--- src/rtl/cav_pkg.sv ---
package cav_pkg;
  typedef struct packed {
    logic load;
    logic ackPri;
    logic ackSec;
    logic useSecBase;
    logic spurious;
  } cav_strobe_t;
endpackage

--- src/rtl/cav_ctrl.sv ---
module cav_ctrl
  import cav_pkg::*;
#(
  parameter int IN_W     = 3,
  parameter int CASC_IDX = 2
) (
  input  logic            clk,
  input  logic            rstN,
  input  logic            ackReq,
  input  logic            priValid,
  input  logic [IN_W-1:0] priWin,
  input  logic            secValid,
  output cav_strobe_t     strb,
  output logic            cascadeReq
);
  localparam logic [IN_W-1:0] CASC = IN_W'(CASC_IDX);

  logic busyQ;
  logic accept;
  logic viaCascade;

  assign accept     = ackReq & ~busyQ;
  assign viaCascade = priValid & (priWin == CASC);

  always_comb begin
    strb            = '0;
    strb.load       = accept;
    strb.ackPri     = accept & priValid;
    strb.ackSec     = accept & viaCascade & secValid;
    strb.useSecBase = viaCascade;
    strb.spurious   = ~priValid | (viaCascade & ~secValid);
  end

  always_ff @(posedge clk) begin
    if (!rstN) begin
      busyQ      <= 1'b0;
      cascadeReq <= 1'b0;
    end else begin
      busyQ      <= accept;
      cascadeReq <= secValid & ~cascadeReq;
    end
  end
endmodule

--- src/rtl/cav_dpath.sv ---
module cav_dpath
  import cav_pkg::*;
#(
  parameter int IN_W  = 3,
  parameter int VEC_W = 8
) (
  input  logic             clk,
  input  logic             rstN,
  input  cav_strobe_t      strb,
  input  logic [IN_W-1:0]  priWin,
  input  logic [IN_W-1:0]  secWin,
  input  logic [VEC_W-1:0] priBase,
  input  logic [VEC_W-1:0] secBase,
  output logic             priAck,
  output logic [IN_W-1:0]  priAckNum,
  output logic             secAck,
  output logic [IN_W-1:0]  secAckNum,
  output logic             vecValid,
  output logic [VEC_W-1:0] vector
);
  localparam logic [VEC_W-1:0] BASE_MASK = ~VEC_W'((1 << IN_W) - 1);
  localparam logic [IN_W-1:0]  SPUR_IDX  = '1;

  logic [IN_W-1:0]  idxSel;
  logic [VEC_W-1:0] baseSel;
  logic [VEC_W-1:0] vecNext;

  always_comb begin
    baseSel = strb.useSecBase ? secBase : priBase;
    if (strb.spurious)        idxSel = SPUR_IDX;
    else if (strb.useSecBase) idxSel = secWin;
    else                      idxSel = priWin;
    vecNext = (baseSel & BASE_MASK) | VEC_W'(idxSel);
  end

  always_ff @(posedge clk) begin
    if (!rstN) begin
      priAck    <= 1'b0;
      secAck    <= 1'b0;
      vecValid  <= 1'b0;
      priAckNum <= '0;
      secAckNum <= '0;
      vector    <= '0;
    end else begin
      priAck   <= strb.ackPri;
      secAck   <= strb.ackSec;
      vecValid <= strb.load;
      if (strb.ackPri) priAckNum <= priWin;
      if (strb.ackSec) secAckNum <= secWin;
      if (strb.load)   vector    <= vecNext;
    end
  end
endmodule

--- src/rtl/cascade_ack_vec.sv ---
module cascade_ack_vec
  import cav_pkg::*;
#(
  parameter int IN_W     = 3,
  parameter int VEC_W    = 8,
  parameter int CASC_IDX = 2
) (
  input  logic             clk,
  input  logic             rstN,
  input  logic             ackReq,
  input  logic             priValid,
  input  logic [IN_W-1:0]  priWin,
  input  logic             secValid,
  input  logic [IN_W-1:0]  secWin,
  input  logic [VEC_W-1:0] priBase,
  input  logic [VEC_W-1:0] secBase,
  output logic             priAck,
  output logic [IN_W-1:0]  priAckNum,
  output logic             secAck,
  output logic [IN_W-1:0]  secAckNum,
  output logic             vecValid,
  output logic [VEC_W-1:0] vector,
  output logic             cascadeReq
);
  cav_strobe_t strb;

  cav_ctrl #(.IN_W(IN_W), .CASC_IDX(CASC_IDX)) ctrl_i (
    .clk(clk), .rstN(rstN), .ackReq(ackReq), .priValid(priValid),
    .priWin(priWin), .secValid(secValid), .strb(strb), .cascadeReq(cascadeReq)
  );

  cav_dpath #(.IN_W(IN_W), .VEC_W(VEC_W)) dpath_i (
    .clk(clk), .rstN(rstN), .strb(strb), .priWin(priWin), .secWin(secWin),
    .priBase(priBase), .secBase(secBase), .priAck(priAck), .priAckNum(priAckNum),
    .secAck(secAck), .secAckNum(secAckNum), .vecValid(vecValid), .vector(vector)
  );
endmodule

--- config.mk ---
export PLATFORM = sky130hd
export DESIGN_NAME = cascade_ack_vec
export DESIGN_NICKNAME = d
export VERILOG_FILES = /design/src/rtl/cav_pkg.sv /design/src/rtl/cav_ctrl.sv /design/src/rtl/cav_dpath.sv /design/src/rtl/cascade_ack_vec.sv
export SDC_FILE = /design/constraint.sdc
export NUM_CORES = 1
export LEC_CHECK = 0
export BUFFER_PORTS_ARGS = -buffer_cell sky130_fd_sc_hd__buf_2
export CAP_MARGIN = 5
export CORE_MARGIN = 2
export CORE_UTILIZATION = 25
export CTS_BUF_LIST = sky130_fd_sc_hd__clkbuf_16
export DETAILED_ROUTE_END_ITERATION = 10
export PLACE_DENSITY = 0.61
export SLEW_MARGIN = 20
export SYNTH_ARGS = -nofsm -noshare
export SYNTH_HDL_FRONTEND = slang
export SYNTH_SLANG_ARGS = --single-unit
--- constraint.sdc ---
create_clock -name clk -period 2.4 [get_ports clk]
set_clock_uncertainty 0.05 [all_clocks]
set_input_delay 0.48 -clock clk [delete_from_list [all_inputs] [get_ports clk]]
set_output_delay 0.48 -clock clk [all_outputs]
set_load 0.01 [all_outputs]
* After elaboration in Yosys (flattened, before gate mapping)
Cells that the tools add are included.
** Word-level totals
- Bits in registers :: 18
- Input bits :: 27
- Output and inout bits :: 18
- Word-level logic and storage cells :: 24
** Operators by class
- Eq/ne operators :: 1
- Mux-type cells :: 3
- Bitwise logic cells :: 13
** Operators with widths (number)
- two-way mux 8 bit :: 1
- OR 8 x 3 -> 8 bit :: 1
- bitwise AND 1 bit :: 7
- two-way mux 3 bit :: 2
- inverter 1 bit :: 4
- == test 3 x 2 -> 1 bit, second input constant :: 1
- OR 1 bit :: 1

* Longest topological paths before layout
Gate-level depths: netlist of the first run.
- Depth in word-level cells :: 6
- Depth in mapped cells :: 5
- Mapped depth without buffers :: 3

* By module
A second synthesis of the first run with hierarchy kept.
** Second synthesis, totals
- Cell total of the unflattened synthesis :: 72
- Area total of the unflattened synthesis :: 763.2 um^2
** By module, submodules not included
- cav_dpath :: instances 1, cells each 60, area an instance 649.4 um^2, sequential area each 340.3 um^2
- cav_ctrl :: instances 1, cells each 12, area an instance 113.9 um^2, sequential area each 40.0 um^2

* Worst setup path after synthesis of the first run
OpenSTA, ideal clock, no wires.
- Kind :: in2reg
- Start :: input port priWin[0]
- End :: register dpath_i.vector[3]
- Setup time :: 121 ps
- Arrival :: 1121 ps
- Data required time :: 2229 ps
- Slack :: 1108 ps
- Stages :: 4
- Buffers on the path :: 1
- Cells stage by stage :: and4bb_1 buf_6 mux2i_1 a21oi_1
** On the way
- Cells in the longest elaborated chain, start to end :: 4
** Ends and longest elaborated chain
- start, declared :: RTL line cascade_ack_vec.sv:12 : input logic [IN_W-1:0] priWin,
- == test 3 x 2 -> 1 bit :: RTL line cav_ctrl.sv:23 : assign viaCascade = priValid & (priWin == CASC);
- bitwise AND 1 bit :: RTL line cav_ctrl.sv:23
- two-way mux 8 bit :: RTL line cav_dpath.sv:29 : baseSel = strb.useSecBase ? secBase : priBase;
- OR 8 x 3 -> 8 bit :: RTL line cav_dpath.sv:33 : vecNext = (baseSel & BASE_MASK) | VEC_W'(idxSel);
- end signal, assigned :: RTL line cav_dpath.sv:50 : if (strb.load) vector <= vecNext;
- end, declared :: RTL line cav_dpath.sv:19 : output logic [VEC_W-1:0] vector
No other way between the ends.
A chain may end at the register's enable or synchronous reset.

* Worst setup path in the final report of the first run
- Start :: input port priWin[0]
- End :: register dpath_i.vector[5]
The elaborated chain is that of the path after synthesis.

==> results of run 1 <==
cell usage in the layout (no fill, tap or decap):
master / Yosys / routed
o41ai_1: 1 / 1
nor2_1: 2 / 2
dfxtp_1: 18 / 18
nand3_4: 1 / 1
and4bb_1: 1 / 1
nor2b_1: 4 / 4
buf_4: 0 / 1
inv_1: 1 / 1
clkbuf_16: 0 / 3
a21oi_1: 7 / 7
o21ai_0: 8 / 8
and3_1: 2 / 2
a31oi_1: 1 / 1
and2_1: 1 / 1
mux2i_1: 11 / 11
nand2_1: 6 / 6
clkinv_1: 0 / 1
buf_2: 2 / 38
nor3b_1: 1 / 1
nand3b_1: 1 / 1
o21ai_1: 2 / 2
cell usage after synthesis (all sizes together):
cell type	count	area [sq um]
dfxtp	18	360
mux2i	11	110
o21ai	10	50.1
a21oi	7	35.0
nand2	6	22.5
nor2b	4	25.0
buf	3	21.3
and3	2	12.5
clkbuf	2	7.51
nor2	2	7.51
a31oi	1	6.26
and2	1	6.26
and4bb	1	12.5
inv	1	3.75
nand3	1	17.5
nand3b	1	7.51
nor3b	1	7.51
o41ai	1	8.76
layout make-up:
| cell class | count | area [sq um] | area share (%) |
|---|---|---|---|
| clock buffer | 3 | 75.1 | 7.44 |
| inverter | 1 | 3.75 | 0.372 |
| tap | 31 | 38.8 | 3.85 |
| sequential | 18 | 360 | 35.7 |
| clock inverter | 1 | 3.75 | 0.372 |
| multi-input combinational | 49 | 329 | 32.6 |
| timing repair buffer | 39 | 198 | 19.6 |
kinds of logic (layout without fill, tap and decap cells):
family / after synthesis / after routing
buffers and inverters: 6 / 44
AOI/OAI and AO/OA: 19 / 19
DFF: 18 / 18
muxes: 11 / 11
and+or+nand+nor: 19 / 19
worst paths after layout:
check / from / endpoint / slack (ps)
hold reg to reg: ctrl_i.cascadeReq$_SDFF_PN0_ / ctrl_i.cascadeReq$_SDFF_PN0_ / 360
setup / recovery: priWin[0] / dpath_i.vector[5]$_SDFFE_PN0N_ / 960
setup reg to reg: dpath_i.vecValid$_SDFF_PN0_ / dpath_i.vector[3]$_SDFFE_PN0N_ / 1110
hold / removal: ctrl_i.cascadeReq$_SDFF_PN0_ / ctrl_i.cascadeReq$_SDFF_PN0_ / 360
state kept, by name, summed over array words and instances, names as in the netlist:
name / flops
dpath_i.priAck: 1
dpath_i.secAckNum: 3
dpath_i.priAckNum: 3
dpath_i.secAck: 1
dpath_i.vector: 8
ctrl_i.cascadeReq: 1
dpath_i.vecValid: 1
metrics by stage:
| step | util [%] | cell area [sq um] | total power [W] | instances |
|---|---|---|---|---|
| floorplan | - | 722 | 0.000374 | 73 |
| global placement | 33.7 | 930 | 0.000413 | 138 |
| detailed placement | 33.7 | 930 | 0.000417 | 138 |
| CTS | 36.6 | 1010 | 0.000748 | 142 |
| global route | 36.6 | 1010 | 0.000773 | 142 |
| finish | 36.6 | 1010 | 0.000743 | 142 |
metal layers:
layer	track usage (%)	up-vias	routed length, microns
met4	3.99	0	14
met5	0	-	0
li1	-	334	-
met2	16.7	27	841
met3	4.02	2	162
met1	13.7	314	715
power by group:
group | internal (W) | switching (W) | total [W]
Clock | 0.000221 | 0.000111 | 0.000333
Combinational | 0.0000398 | 0.0000469 | 0.0000867
Sequential | 0.000316 | 0.00000760 | 0.000323
==> results_dict.tcl, run 1 <==
set metrics [dict create \
    status "finished, final reports clean" \
    cts.path.max_buffers 2 \
    cts-root-buf "clkbuf_16" \
    worst_pin_slew_ps 481 \
    hold_violations 0 \
    fin_ws_ps 964 \
    start_util_pct 26.2 \
    synth-seq-cells 18 \
    cp_cell_sequence "buf_2 > and4bb_1 > mux2i_1 > a21oi_1" \
    dr.pass1.iters 4 \
    reg2reg_depth 4 \
    maxSlewViolCount 0 \
    cts-htree-levels 1 \
    port_buffers 38 \
    post-route-min-period_ps 1440 \
    drt.antenna.violating_nets 0 \
    max_freq_mhz 696 \
    die_y_microns 57.7 \
    totalWireLength_microns 1730 \
    syn_nets 100 \
    first_global_vias 606 \
    synth_xor_area_share_pct 0 \
    dpl.hpwl_microns 1340 \
    synth_top_family_by_area "simple AND/OR/NAND/NOR gates" \
    grt_max_degree 21 \
    worstPathArrival_ps 1530 \
    rows 19 \
    crit_path_top_delay_cell "and4bb_1" \
    io_pins 45 \
    yosys.cell_types.count 20 \
    slew_headroom_pct 67.9 \
    setup-violations-final 0 \
    drt_iter0_drc 10 \
    grt_usage_pct 10.8 \
    gp_congestion 0.671 \
    leakage_nw 0.503 \
    synthAdderAreaFrac_pct 0 \
    cts_resized 0 \
    cts-buffers-inserted 3 \
    avgSynthCellArea_sq_um 9.89 \
    vias_per_cell 4.77 \
    grt_overflow 0 \
    syn_area_sq_um 722 \
    core_area_sq_mm 0.00276 \
    clkSinkCount 18 \
    start_kind "primary input" \
    cap_violations 0 \
    clkTransAtPathRegs_ps 50 \
    fillCellCount 290 \
    fin_tns_setup_ps 0 \
    postCtsHoldBufs 0 \
    layout-drive-gt1-share_pct 38.7 \
    vias 677 \
    path_max_fanout 9 \
    crit_buf_inv 1 \
    die_w_microns 57.7 \
    required_ps 2490 \
    ys_warn_count 0 \
    whs_path_depth 1 \
    grt_pass1_wl_microns 2750 \
    power.density_mw_per_mm2 737 \
    die_area_sq_mm 0.00333 \
    drc 0 \
    ir_worst_vdd_mv 0.305 \
    synthSimpleGateAreaFrac_pct 16.5 \
    synthCells 73 \
    antenna_found_initial 0 \
    synth_compound_area_share_pct 13.9 \
    period_share_pct 59.8 \
    syn2layout_area_growth_pct 39.7 \
    clkLatencyLatePin_ps 240 \
    routedWlPerCell_microns 12.2 \
    path_class "in2reg" \
    muxShareOfSynthArea_pct 15.3 \
    antenna_cells 0 \
    holdCritPathClass "reg2reg" \
    rsz0062_at_grt "no" \
    slowest_delay_ps 570 \
    nets 139 \
    worst-path-stages 4 \
    holdWs_ps 364 \
    cts_tree "built" \
    cpLargestDelayFamily "simple AND/OR/NAND/NOR gates" \
    seq_area_frac_synth_pct 49.9 \
    endpoint_kind "flop" \
    post-cts-setup-buffers 0 \
    dp_slack_ps 676 \
]
Note: power is estimated with default switching activity, not from simulation.
==> run 2: changes to the inputs <==
==> constraint.sdc (replaced) <==
create_clock -name clk -period 1.4 [get_ports clk]
set_clock_uncertainty 0.05 [all_clocks]
set_input_delay 0.28 -clock clk [delete_from_list [all_inputs] [get_ports clk]]
set_output_delay 0.28 -clock clk [all_outputs]
set_load 0.01 [all_outputs]
==> results_dict.tcl, run 2 (synthesized netlist as in run 1, its figures left out) <==
set metrics [dict create \
    worst_pin_slew_ps 305 \
    antenna_found_initial 0 \
    cts-root-buf "clkbuf_16" \
    grt_usage_pct 9.62 \
    rsz0062_at_grt "no" \
    drc 0 \
    clkTransAtPathRegs_ps 50 \
    cap_violations 0 \
    final_common_cell "buf_2" \
    layout-drive-gt1-share_pct 39.6 \
    routedWlPerCell_microns 11.9 \
    holdPathEnd "dpath_i.vector[1]$_SDFFE_PN0N_" \
    whs_path_depth 2 \
    grt_pass1_wl_microns 2470 \
    worstPathArrival_ps 1180 \
    reg2reg_slack_ps 300 \
    gp_congestion 0.674 \
    path_max_fanout 17 \
    fin_tns_setup_ps 0 \
    nets 140 \
    required_ps 1480 \
    port_buffers 38 \
    grt_overflow 0 \
    final_core_util_pct 37.6 \
    die_area_sq_mm 0.00333 \
    die_y_microns 57.7 \
    path_class "reg2reg" \
    vias_per_cell 4.51 \
    dr.pass1.iters 4 \
    start_util_pct 26.2 \
    period_share_pct 78.3 \
    grt_max_degree 21 \
    holdWs_ps 211 \
    first_global_vias 571 \
    post-cts-setup-buffers 0 \
    die_w_microns 57.7 \
    post-route-min-period_ps 1100 \
    r2r-end "dpath_i.secAckNum[2]$_SDFFE_PN0P_" \
    cts-buffers-inserted 3 \
    leakage_nw 0.514 \
    cts-htree-levels 1 \
    drt.antenna.violating_nets 0 \
    io_pins 45 \
    reg2reg_depth 4 \
    max_freq_mhz 912 \
    cts_resized 0 \
    syn2layout_area_growth_pct 43.7 \
    power.density_mw_per_mm2 1220 \
    rows 19 \
    reg.largest.list "dpath_i.vector (8), dpath_i.priAckNum (3), dpath_i.secAckNum (3)" \
    dp_slack_ps 79.3 \
    most-common-layout-cells "buf_2, dfxtp_1, mux2i_1, o21ai_0, a21oi_1" \
    fillCellCount 290 \
    placedCellCount 139 \
    slew_headroom_pct 79.7 \
    hold_violations 0 \
    cts_tree "built" \
    status "finished, final reports clean" \
    totalWireLength_microns 1690 \
    stdcell_count 142 \
    worstHoldStart "priValid" \
    top_register "dpath_i.vector" \
    postCtsHoldBufs 0 \
    start_kind "flop" \
    clkSinkCount 18 \
    largest_register_ffs 8 \
    drt_iter0_drc 8 \
    cts.path.max_buffers 2 \
    holdCritPathClass "in2reg" \
    clkLatencyLatePin_ps 240 \
    endpoint_kind "flop" \
    core_area_sq_mm 0.00276 \
    maxSlewViolCount 0 \
    ir_worst_vdd_mv 0.543 \
    rr_startpoint "dpath_i.vecValid$_SDFF_PN0_" \
    fin_ws_ps 304 \
    vias 641 \
    dpl.hpwl_microns 1260 \
    setup-violations-final 0 \
    antenna_cells 0 \
]
[run 2: changes by cell type in the layout (fill, tap and decap cells not counted), sizes merged]
cell    delta
buf        +1
clkinv     -1
[run 2: report_power, final]
| group | internal [W] | switching [W] |
|---|---|---|
| Sequential | 0.000541 | 0.0000123 |
| Combinational | 0.0000759 | 0.0000815 |
| Clock | 0.000375 | 0.000177 |
[run 2: worst max path at each step]
stage                                              to  depth (start not counted)                        start
floorplan              dpath_i.vector[3]$_SDFFE_PN0N_                          4                    priWin[0]
global placement       dpath_i.vector[5]$_SDFFE_PN0N_                          5                    priWin[0]
detailed placement     dpath_i.vector[5]$_SDFFE_PN0N_                          5                    priWin[0]
CTS                 dpath_i.secAckNum[2]$_SDFFE_PN0P_                          4  dpath_i.vecValid$_SDFF_PN0_
global route        dpath_i.secAckNum[2]$_SDFFE_PN0P_                          4  dpath_i.vecValid$_SDFF_PN0_
finish              dpath_i.secAckNum[2]$_SDFFE_PN0P_                          4  dpath_i.vecValid$_SDFF_PN0_
[run 2: metal layers]
| metal | part of all wire (%) | vias up | track usage [%] |
|---|---|---|---|
| li1 | - | 336 | - |
| met1 | 44 | 280 | 11.2 |
| met2 | 47 | 25 | 15.7 |
| met3 | 9.2 | 0 | 4.46 |
| met4 | 0 | 0 | 2.99 |
| met5 | 0 | - | 0 |
[run 2: layout make-up]
| type | instances | area [sq um] | area share, % |
|---|---|---|---|
| sequential | 18 | 360 | 34.7 |
| multi-input combinational | 49 | 329 | 31.7 |
| timing repair buffer | 40 | 230 | 22.2 |
| clock buffer | 3 | 75.1 | 7.24 |
| tap | 31 | 38.8 | 3.74 |
| inverter | 1 | 3.75 | 0.362 |
[run 2: stage by stage]
stage / area (sq um) / total power [W]
2_1_floorplan: 722 / 0.000641
3_3_place_gp: 962 / 0.000718
3_5_place_dp: 962 / 0.000722
4_1_cts: 1040 / 0.00129
5_1_grt: 1040 / 0.00132
6_report: 1040 / 0.00126
[run 2: worst max-delay path, cell delays in order (launching register included)]
cell and delay (ps):
dfxtp_1 310, nor2b_1 220, buf_12 180, nand3_4 100, mux2i_1 130
